[src/rtl/irq_flag_pkg.sv]
package irq_flag_pkg;
   typedef enum logic [1:0] {
      A_STAT  = 2'd0,
      A_CTRL  = 2'd1,
      A_XSTAT = 2'd2,
      A_XEN   = 2'd3
   } reg_addr_e;

   // index of the update-ended source among the primary sources
   localparam int UPD_IDX = 2;
endpackage

[src/rtl/irq_flag_cell.sv]
module irq_flag_cell #(
   parameter bit CLR_ON_READ = 1'b1
) (
   input  logic clk,
   input  logic rst_n,
   input  logic evt,
   input  logic hold,
   input  logic clr,
   output logic flag
);
   generate
      if (CLR_ON_READ) begin : g_cor
         logic parked_q;
         always_ff @(posedge clk or negedge rst_n) begin
            if (!rst_n) begin
               flag     <= 1'b0;
               parked_q <= 1'b0;
            end else if (hold) begin
               parked_q <= parked_q | evt;
            end else if (clr) begin
               flag     <= parked_q | evt;
               parked_q <= 1'b0;
            end else begin
               flag <= flag | evt;
            end
         end
      end else begin : g_w1c
         logic unused_hold;
         assign unused_hold = hold;
         always_ff @(posedge clk or negedge rst_n) begin
            if (!rst_n) flag <= 1'b0;
            else        flag <= evt | (flag & ~clr);
         end
      end
   endgenerate
endmodule

[src/rtl/irq_regs.sv]
module irq_regs
   import irq_flag_pkg::*;
#(
   parameter int NUM_PRI = 3,
   parameter int NUM_EXT = 3,
   parameter int DATA_W  = 8,
   localparam int NUM_SRC = NUM_PRI + NUM_EXT
) (
   input  logic               clk,
   input  logic               rst_n,
   input  logic               rd_en,
   input  logic               wr_en,
   input  reg_addr_e          addr,
   input  logic [DATA_W-1:0]  wdata,
   input  logic [NUM_SRC-1:0] flags,
   input  logic               summary,
   output logic [DATA_W-1:0]  rdata,
   output logic [NUM_SRC-1:0] en,
   output logic               freeze,
   output logic               rd_clr,
   output logic [NUM_EXT-1:0] w1c,
   output logic               rd_q
);
   localparam int TOP = DATA_W - 1;

   logic              hold_q;
   reg_addr_e         rd_addr_q;
   logic [DATA_W-1:0] rd_word;
   logic              rd_first;
   logic              unused_wbits;

   assign unused_wbits = ^wdata;
   assign rd_first = rd_en & ~rd_q;
   assign freeze   = rd_en & (addr == A_STAT);
   assign rd_clr   = rd_q & ~rd_en & (rd_addr_q == A_STAT);
   assign w1c      = (wr_en && addr == A_XSTAT) ? wdata[NUM_EXT-1:0] : '0;

   always_comb begin
      rd_word = '0;
      case (addr)
         A_STAT: begin
            rd_word[TOP] = summary;
            for (int i = 0; i < NUM_PRI; i++) rd_word[TOP-1-i] = flags[i];
         end
         A_CTRL: begin
            rd_word[TOP] = hold_q;
            for (int i = 0; i < NUM_PRI; i++) rd_word[TOP-1-i] = en[i];
         end
         A_XSTAT: for (int j = 0; j < NUM_EXT; j++) rd_word[j] = flags[NUM_PRI+j];
         default: for (int j = 0; j < NUM_EXT; j++) rd_word[j] = en[NUM_PRI+j];
      endcase
   end

   always_ff @(posedge clk or negedge rst_n) begin
      if (!rst_n) begin
         rd_q      <= 1'b0;
         rd_addr_q <= A_STAT;
         rdata     <= '0;
      end else begin
         rd_q <= rd_en;
         if (rd_first) begin
            rd_addr_q <= addr;
            rdata     <= rd_word;
         end
      end
   end

   always_ff @(posedge clk or negedge rst_n) begin
      if (!rst_n) begin
         en     <= '0;
         hold_q <= 1'b0;
      end else if (wr_en) begin
         if (addr == A_CTRL) begin
            hold_q <= wdata[TOP];
            for (int i = 0; i < NUM_PRI; i++) en[i] <= wdata[TOP-1-i];
            if (wdata[TOP]) en[UPD_IDX] <= 1'b0;
         end else if (addr == A_XEN) begin
            en[NUM_SRC-1:NUM_PRI] <= wdata[NUM_EXT-1:0];
         end
      end
   end
endmodule

[src/rtl/irq_flag_ctrl.sv]
module irq_flag_ctrl
   import irq_flag_pkg::*;
#(
   parameter int NUM_PRI = 3,
   parameter int NUM_EXT = 3,
   parameter int DATA_W  = 8
) (
   input  logic                       clk,
   input  logic                       rst_n,
   input  logic [NUM_PRI+NUM_EXT-1:0] evt_i,
   input  logic                       rd_en,
   input  logic                       wr_en,
   input  logic [1:0]                 addr,
   input  logic [DATA_W-1:0]          wdata,
   output logic [DATA_W-1:0]          rdata,
   output logic                       irq_drive
);
   localparam int NUM_SRC = NUM_PRI + NUM_EXT;

   generate
      if (NUM_PRI > DATA_W - 5) begin : g_bad_pri
         $error("primary flags overlap the zero field");
      end
      if (NUM_EXT > DATA_W) begin : g_bad_ext
         $error("extended flags exceed data width");
      end
      if (NUM_PRI <= UPD_IDX) begin : g_bad_upd
         $error("update-ended source missing");
      end
   endgenerate

   logic [NUM_SRC-1:0] flag_q;
   logic [NUM_SRC-1:0] en;
   logic [NUM_EXT-1:0] w1c;
   logic               freeze;
   logic               rd_clr;
   logic               rd_q;
   logic               summary;

   assign summary   = |(flag_q & en);
   assign irq_drive = summary;

   irq_regs #(.NUM_PRI(NUM_PRI), .NUM_EXT(NUM_EXT), .DATA_W(DATA_W)) u_regs (
      .clk     (clk),
      .rst_n   (rst_n),
      .rd_en   (rd_en),
      .wr_en   (wr_en),
      .addr    (reg_addr_e'(addr)),
      .wdata   (wdata),
      .flags   (flag_q),
      .summary (summary),
      .rdata   (rdata),
      .en      (en),
      .freeze  (freeze),
      .rd_clr  (rd_clr),
      .w1c     (w1c),
      .rd_q    (rd_q)
   );

   for (genvar i = 0; i < NUM_SRC; i++) begin : g_src
      if (i < NUM_PRI) begin : g_pri
         irq_flag_cell #(.CLR_ON_READ(1'b1)) u_cell (
            .clk (clk), .rst_n (rst_n), .evt (evt_i[i]),
            .hold (freeze), .clr (rd_clr), .flag (flag_q[i])
         );
      end else begin : g_ext
         irq_flag_cell #(.CLR_ON_READ(1'b0)) u_cell (
            .clk (clk), .rst_n (rst_n), .evt (evt_i[i]),
            .hold (1'b0), .clr (w1c[i-NUM_PRI]), .flag (flag_q[i])
         );
      end
   end
endmodule

[config.mk]
export PLATFORM = sky130hd
export DESIGN_NAME = irq_flag_ctrl
export DESIGN_NICKNAME = d
export VERILOG_FILES = /design/src/rtl/irq_flag_pkg.sv /design/src/rtl/irq_flag_cell.sv /design/src/rtl/irq_regs.sv /design/src/rtl/irq_flag_ctrl.sv
export SDC_FILE = /design/constraint.sdc
export NUM_CORES = 1
export LEC_CHECK = 0
export ABC_AREA = 1
export CAP_MARGIN = 10
export CORE_ASPECT_RATIO = 0.75
export CORE_MARGIN = 5
export CORE_UTILIZATION = 50
export DETAILED_ROUTE_END_ITERATION = 12
export DONT_BUFFER_PORTS = 1
export GPL_ROUTABILITY_DRIVEN = 0
export PLACE_DENSITY_LB_ADDON = 0.12
export SKIP_CTS_REPAIR_TIMING = 1
export SYNTH_ARGS = -nofsm -noshare
export SYNTH_HDL_FRONTEND = slang
export SYNTH_SLANG_ARGS = --single-unit
export TNS_END_PERCENT = 30
[constraint.sdc]
create_clock -name clk -period 1 [get_ports clk]
set_input_delay 0.3 -clock clk [delete_from_list [all_inputs] [get_ports clk]]
set_output_delay 0.3 -clock clk [all_outputs]
set_load 0.005 [all_outputs]
==> impl_metrics.json, run 1 <==
{
  "h-tree-depth": 1,
  "grt_use_total": 0.1663,
  "fin_ws_ns": -0.4134,
  "status": "complete, but fails checks",
  "dpl.hpwl_um": 1896,
  "antenna_found_initial": 0,
  "grtUsageMet1": 0.2314,
  "postRouteAntennaNets": 0,
  "power.density_mw_per_mm2": 1584,
  "fmax_mhz": 707.5,
  "cts_tree": "built",
  "first_global_vias": 894,
  "fin_skew_ns": 0.01645,
  "clock_latency_ns": 0.33,
  "vias": 958,
  "r2r_setup_slack_ns": -0.02,
  "most-common-layout-cells": "36 x nand2_1, 25 x dfrtp_1, 17 x inv_1",
  "crit_path_end_kind": "output port",
  "grt.met3_usage": 0.07856,
  "r2r-start": "u_regs.rd_addr_q[0]",
  "via_per_inst": 4.990,
  "min_period_ns": 1.413,
  "critPathCapture": "irq_drive",
  "first_iter_violations": 68,
  "synth_top_area_frac": 0.5285,
  "routed_wl_um": 2635,
  "grt_first_pass_wirelength_um": 4305,
  "io_buffers": 0,
  "ys_seq_area_frac": 0.5285,
  "synth_top_area_cell": "dfrtp_1",
  "die-width_um": 67.30,
  "place_ws_ns": -0.04140,
  "core_area_mm2": 0.002327,
  "start_util": 0.5290,
  "criticalPathCategory": "flop to output port",
  "clk_pin_slew_ns": 0.15,
  "nNetsFinal": 179,
  "final_cells": 192,
  "synth_cells": 146,
  "period_share": 1.413,
  "grt_busiest_layer": "met2",
  "rsz0062_at_grt": "true",
  "min_path_type": "input pin to flop",
  "antenna_cells": 0,
  "violations": "negative setup slack",
  "maxCapViolations": 0,
  "synth_cell_type_count": 23,
  "use_met2": 0.2398,
  "worstPathRequired_ns": 0.70,
  "tns_ns": -0.8177,
  "timing.rr.end": "g_src[1].g_pri.u_cell.flag",
  "clkSinkCount": 26,
  "yosys_warnings": 0,
  "avgSynthCellArea_um2": 8.433,
  "synth_fp_nets": 166,
  "drv_slew": 0,
  "mostFrequentLayoutCell": "nand2_1",
  "cts_buffers": 3,
  "grt_max_degree": 27,
  "die_area_mm2": 0.003565,
  "drcViolationCount": 0,
  "dr.pass1.iters": 4,
  "cts_buffer_depth": 2,
  "seq_area_um2": 651.9,
  "worstPathMaxFanout": 2,
  "overflow": 0,
  "die_h_um": 52.98,
  "synth_top_cells_by_area": "dfrtp_1 53%, nand2_1 12%, inv_1 5.8%",
  "ys_ff_latch": 26,
  "root_buffer": "clkbuf_4",
  "p_leak_nw": 0.6875,
  "arrival_ns": 1.11,
  "hold_violations": 0,
  "dp_cells": 185,
  "multi_input_area_um2": 504.2,
  "drive_above_1_share": 0.2278,
  "syn_area_mm2": 0.001231,
  "area_growth_pct": 16.87,
  "routedWlPerCell_um": 13.72,
  "crit_path_start": "u_regs.en[4]",
  "ios": 29,
  "total_power_mw": 2.279,
  "setup_viol": 11,
  "peakVddDrop_mv": 0.9626,
  "num_rows": 15,
  "worstRegToRegCells": 5,
  "nFillCells": 216,
  "startpoint_type": "flop"
}
## flip-flops by register name (all words and copies together) (netlist names)
| name | count |
|---|---|
| u_regs.rdata | 7 |
| u_regs.en | 6 |
| g_src.g_pri.u_cell.flag | 3 |
| g_src.g_pri.u_cell.g_cor.parked_q | 3 |
| g_src.g_ext.u_cell.flag | 3 |
| u_regs.rd_addr_q | 2 |
| u_regs.hold_q | 1 |
| u_regs.rd_q | 1 |
## per-layer routing
metal  vias to the layer above  part of all wire
met5                         -                 0
met4                         0             0.020
met3                         4             0.073
met2                        35              0.43
met1                       434              0.47
li1                        485                 -
## cells in the mapped netlist
cell and count:
o21ai_2 1, inv_1 19, o22ai_1 2, nand2_1 40, a21oi_1 6, dfrtp_1 26
buf_4 2, inv_2 1, clkinv_4 1, o21ai_0 13, nand3_4 1, nand3_1 10
or2_1 1, a31oi_1 3, o21a_1 1, nor2_4 2, nand2_2 1, nor3_1 2
nor2_1 9, nand3_2 1, or2_2 1, conb_1 1, buf_6 2
## worst max-delay path, stage by stage (launching register included)
cell and delay [ns]:
dfrtp_1 0.41, nand2_1 0.08, nand2_2 0.09, nor2_4 0.13
nand2_2 0.08
## final cells by class
class,instances,area share
Clock buffer,4,0.02522
Inverter,21,0.05826
Multi-Input combinational cell,95,0.3504
Sequential cell,26,0.4530
Tap cell,34,0.02957
Timing Repair Buffer,12,0.08348
## cells by family after synthesis
kind of cell | Yosys count | share of synthesized area
buffers and inverters | 25 | 0.09857
flip-flops | 26 | 0.5285
other | 1 | 0.003046
AND/OR/NAND/NOR | 68 | 0.2541
AO/OA/AOI/OAI | 26 | 0.1159
## report_power, final
| group | internal (mW) | total (mW) | switching [mW] |
|---|---|---|---|
| clock | 0.223 | 0.538 | 0.315 |
| sequential | 1.20 | 1.30 | 0.104 |
| combinational | 0.193 | 0.439 | 0.246 |
## stage by stage
| stage | utilization | instance area (um^2) | hold WS [ns] |
|---|---|---|---|
| CTS | 0.5812 | 1353 | -0.3629 |
| detailed placement | 0.5656 | 1316 | 0.004976 |
| floorplan | - | 1231 | 0.004409 |
| global placement | 0.5656 | 1316 | 0.005097 |
| finish | 0.6183 | 1439 | 0.07347 |
| global route | 0.6183 | 1439 | 0.04755 |
## worst min-delay path by stage
| stage | cells past startpoint | start | end | slack, ns |
|---|---|---|---|---|
| 2_1_floorplan | 0 | rst_n | g_src[0].g_pri.u_cell.flag | 0.004 |
| 3_3_place_gp | 0 | rst_n | g_src[3].g_ext.u_cell.flag | 0.005 |
| 3_5_place_dp | 0 | rst_n | g_src[5].g_ext.u_cell.flag | 0.005 |
| 4_1_cts | 0 | rst_n | g_src[4].g_ext.u_cell.flag | -0.36 |
| 5_1_grt | 2 | evt_i[5] | g_src[5].g_ext.u_cell.flag | 0.05 |
| 6_report | 2 | evt_i[5] | g_src[5].g_ext.u_cell.flag | 0.07 |
Note: power is estimated with default switching activity, not from simulation.
==> run 2, diff against run 1 <==
--- a/config.mk
+++ b/config.mk
@@ -6,6 +6,7 @@
 export NUM_CORES = 1
 export LEC_CHECK = 0
 export ABC_AREA = 1
+export ABC_CLOCK_PERIOD_IN_PS = 1000
 export CAP_MARGIN = 10
 export CORE_ASPECT_RATIO = 0.75
 export CORE_MARGIN = 5
==> results of run 2 <==
No change in the layout: final DEF, timing and power equal those of run 1.
==> run 3, diff against run 2 <==
--- a/config.mk
+++ b/config.mk
@@ -7,7 +7,7 @@
 export LEC_CHECK = 0
 export ABC_AREA = 1
 export ABC_CLOCK_PERIOD_IN_PS = 1000
-export CAP_MARGIN = 10
+export CAP_MARGIN = 20
 export CORE_ASPECT_RATIO = 0.75
 export CORE_MARGIN = 5
 export CORE_UTILIZATION = 50
==> constraint.sdc (replaced) <==
create_clock -name clk -period 1 [get_ports clk]
set_input_delay 0.3 -clock clk [delete_from_list [all_inputs] [get_ports clk]]
set_output_delay 0.3 -clock clk [all_outputs]
set_load 0.01 [all_outputs]
==> run 3 against run 2 <==
  * The run still ends with negative setup slack left
  * Fmax rose by 1.1%
  * Clock skew fell by 0.015 ns
  * Critical path depth did not move
  * First-iteration DRC count did not move
  * Die area did not move
  * Setup slack improved by 0.015 ns
  * Critical endpoint unchanged
  * Sequential share of layout area fell by 0.28 points
  * Cell count rose by 1.0%
  * Total power fell by 3.4%
  * Worst hold slack got worse by 0.0095 ns
==> impl_metrics.json, run 3 (synthesis gave the netlist of run 1 again) <==
{
  "cts_tree": "built",
  "largestRegisters": "u_regs.rdata: 7 flops, u_regs.en: 6 flops",
  "cts_buffers": 3,
  "timing.rr.end": "u_regs.rdata[7]",
  "mostFrequentLayoutCell": "nand2_1",
  "worstPathMaxFanout": 2,
  "h-tree-depth": 1,
  "core_area_mm2": 0.002327,
  "clock_latency_ns": 0.32,
  "cts_buffer_depth": 2,
  "grt_use_total": 0.1651,
  "routed_wl_um": 2558,
  "nNetsFinal": 182,
  "crit_path_end_kind": "output port",
  "post-route-util": 0.6210,
  "area_growth_pct": 17.38,
  "min_period_ns": 1.399,
  "first_iter_violations": 68,
  "grt_max_degree": 27,
  "status": "complete, but fails checks",
  "die-width_um": 67.30,
  "ios": 29,
  "die_area_mm2": 0.003565,
  "largest_register_ffs": 7,
  "maxCapViolations": 0,
  "fmax_mhz": 715.0,
  "violations": "negative setup slack",
  "worstPathRequired_ns": 0.70,
  "via_per_inst": 4.943,
  "first_global_vias": 909,
  "worstRegToRegCells": 6,
  "drcViolationCount": 0,
  "r2r_setup_slack_ns": -0.01,
  "criticalPathCategory": "flop to output port",
  "cp_slowest_stage_delay_ns": 0.40,
  "die_h_um": 52.98,
  "p_leak_nw": 0.6968,
  "crit_family": "flip-flops",
  "clk_pin_slew_ns": 0.13,
  "postRouteAntennaNets": 0,
  "r2r-start": "u_regs.en[5]",
  "cp.depth": 4,
  "crit_path_start": "u_regs.en[5]",
  "drv_slew": 0,
  "period_share": 1.399,
  "num_rows": 15,
  "overflow": 0,
  "antenna_found_initial": 0,
  "crit_top_cell": "nand2_1",
  "grt_first_pass_wirelength_um": 4215,
  "largest_register": "u_regs.rdata",
  "path_cells": "nand2_1 -> nand2_1 -> nor2_2 -> nand2_2",
  "io_buffers": 0,
  "fin_ws_ns": -0.3985,
  "crit_buf_inv": 0,
  "hold_violations": 0,
  "critPathCapture": "irq_drive",
  "rsz0062_at_grt": "true",
  "cpMaxStageDelayCell": "dfrtp_1",
  "tns_ns": -0.8086,
  "post-route-cell-area_mm2": 0.001445,
  "drive_above_1_share": 0.2313,
  "min_path_type": "input pin to flop",
  "start_util": 0.5290,
  "dpl.hpwl_um": 1899,
  "routedWlPerCell_um": 13.19,
  "vias": 959,
  "antenna_cells": 0,
  "placed_cell_area_mm2": 0.001324,
  "most-common-layout-cells": "37 x nand2_1, 26 x dfrtp_1, 17 x inv_1",
  "peakVddDrop_mv": 0.8326,
  "setup_viol": 9,
  "arrival_ns": 1.10,
  "fin_skew_ns": 0.001517,
  "clkSinkCount": 26,
  "power.density_mw_per_mm2": 1523,
  "root_buffer": "clkbuf_4",
  "startpoint_type": "flop",
  "dr.pass1.iters": 5,
  "place_ws_ns": -0.03084,
  "total_power_mw": 2.202
}
==> run 3: cell types whose count changed in the layout (fill, tap and decap cells not counted), sizes merged <==
| cell | before | now |
|---|---|---|
| buf | 10 | 13 |
| clkbuf | 4 | 3 |
==> run 3: stage by stage <==
step / hold slack, ns / std cells
2_1_floorplan: 0.004409 / 146
3_3_place_gp: 0.005125 / 186
3_5_place_dp: 0.004928 / 186
4_1_cts: -0.3572 / 189
5_1_grt: 0.04083 / 194
6_report: 0.06395 / 194
==> run 3: per-layer routing <==
metal | routed length, um | share of wire | GRT usage
met2 | 1085 | 0.42 | 0.2251
met4 | 34 | 0.013 | 0.05051
met3 | 183 | 0.072 | 0.07006
met1 | 1255 | 0.49 | 0.2333
met5 | 0 | 0 | 0
==> run 3: how the worst min path moves through the flow <==
stage / slack (ns) / end / depth (start not counted) / startpoint
floorplan: 0.004 / g_src[0].g_pri.u_cell.flag / 0 / rst_n
global placement: 0.005 / g_src[5].g_ext.u_cell.flag / 0 / rst_n
detailed placement: 0.005 / g_src[5].g_ext.u_cell.flag / 0 / rst_n
CTS: -0.36 / g_src[0].g_pri.u_cell.flag / 0 / rst_n
global route: 0.04 / g_src[3].g_ext.u_cell.flag / 2 / evt_i[3]
finish: 0.06 / g_src[3].g_ext.u_cell.flag / 2 / evt_i[3]
==> run 3: layout make-up <==
class | instances | area, um^2
fill | 221 | 882.1
sequential | 26 | 650.6
multi-input combinational | 95 | 500.5
timing repair buffer | 15 | 142.6
inverter | 21 | 86.33
tap | 34 | 42.54
clock buffer | 3 | 22.52
==> run 3: power by group <==
group	total, mW	leakage, nW	internal, mW	switching, mW
clock network	0.438	0.0138	0.141	0.297
registers	1.31	0.297	1.20	0.113
logic	0.453	0.386	0.208	0.246
==> run 3: worst register-to-register path, delay by kind of cell, from the launching register on <==
kind,cells,cell delay (ns)
compound gates,1,0.06
flops,1,0.40
simple gates,5,0.46
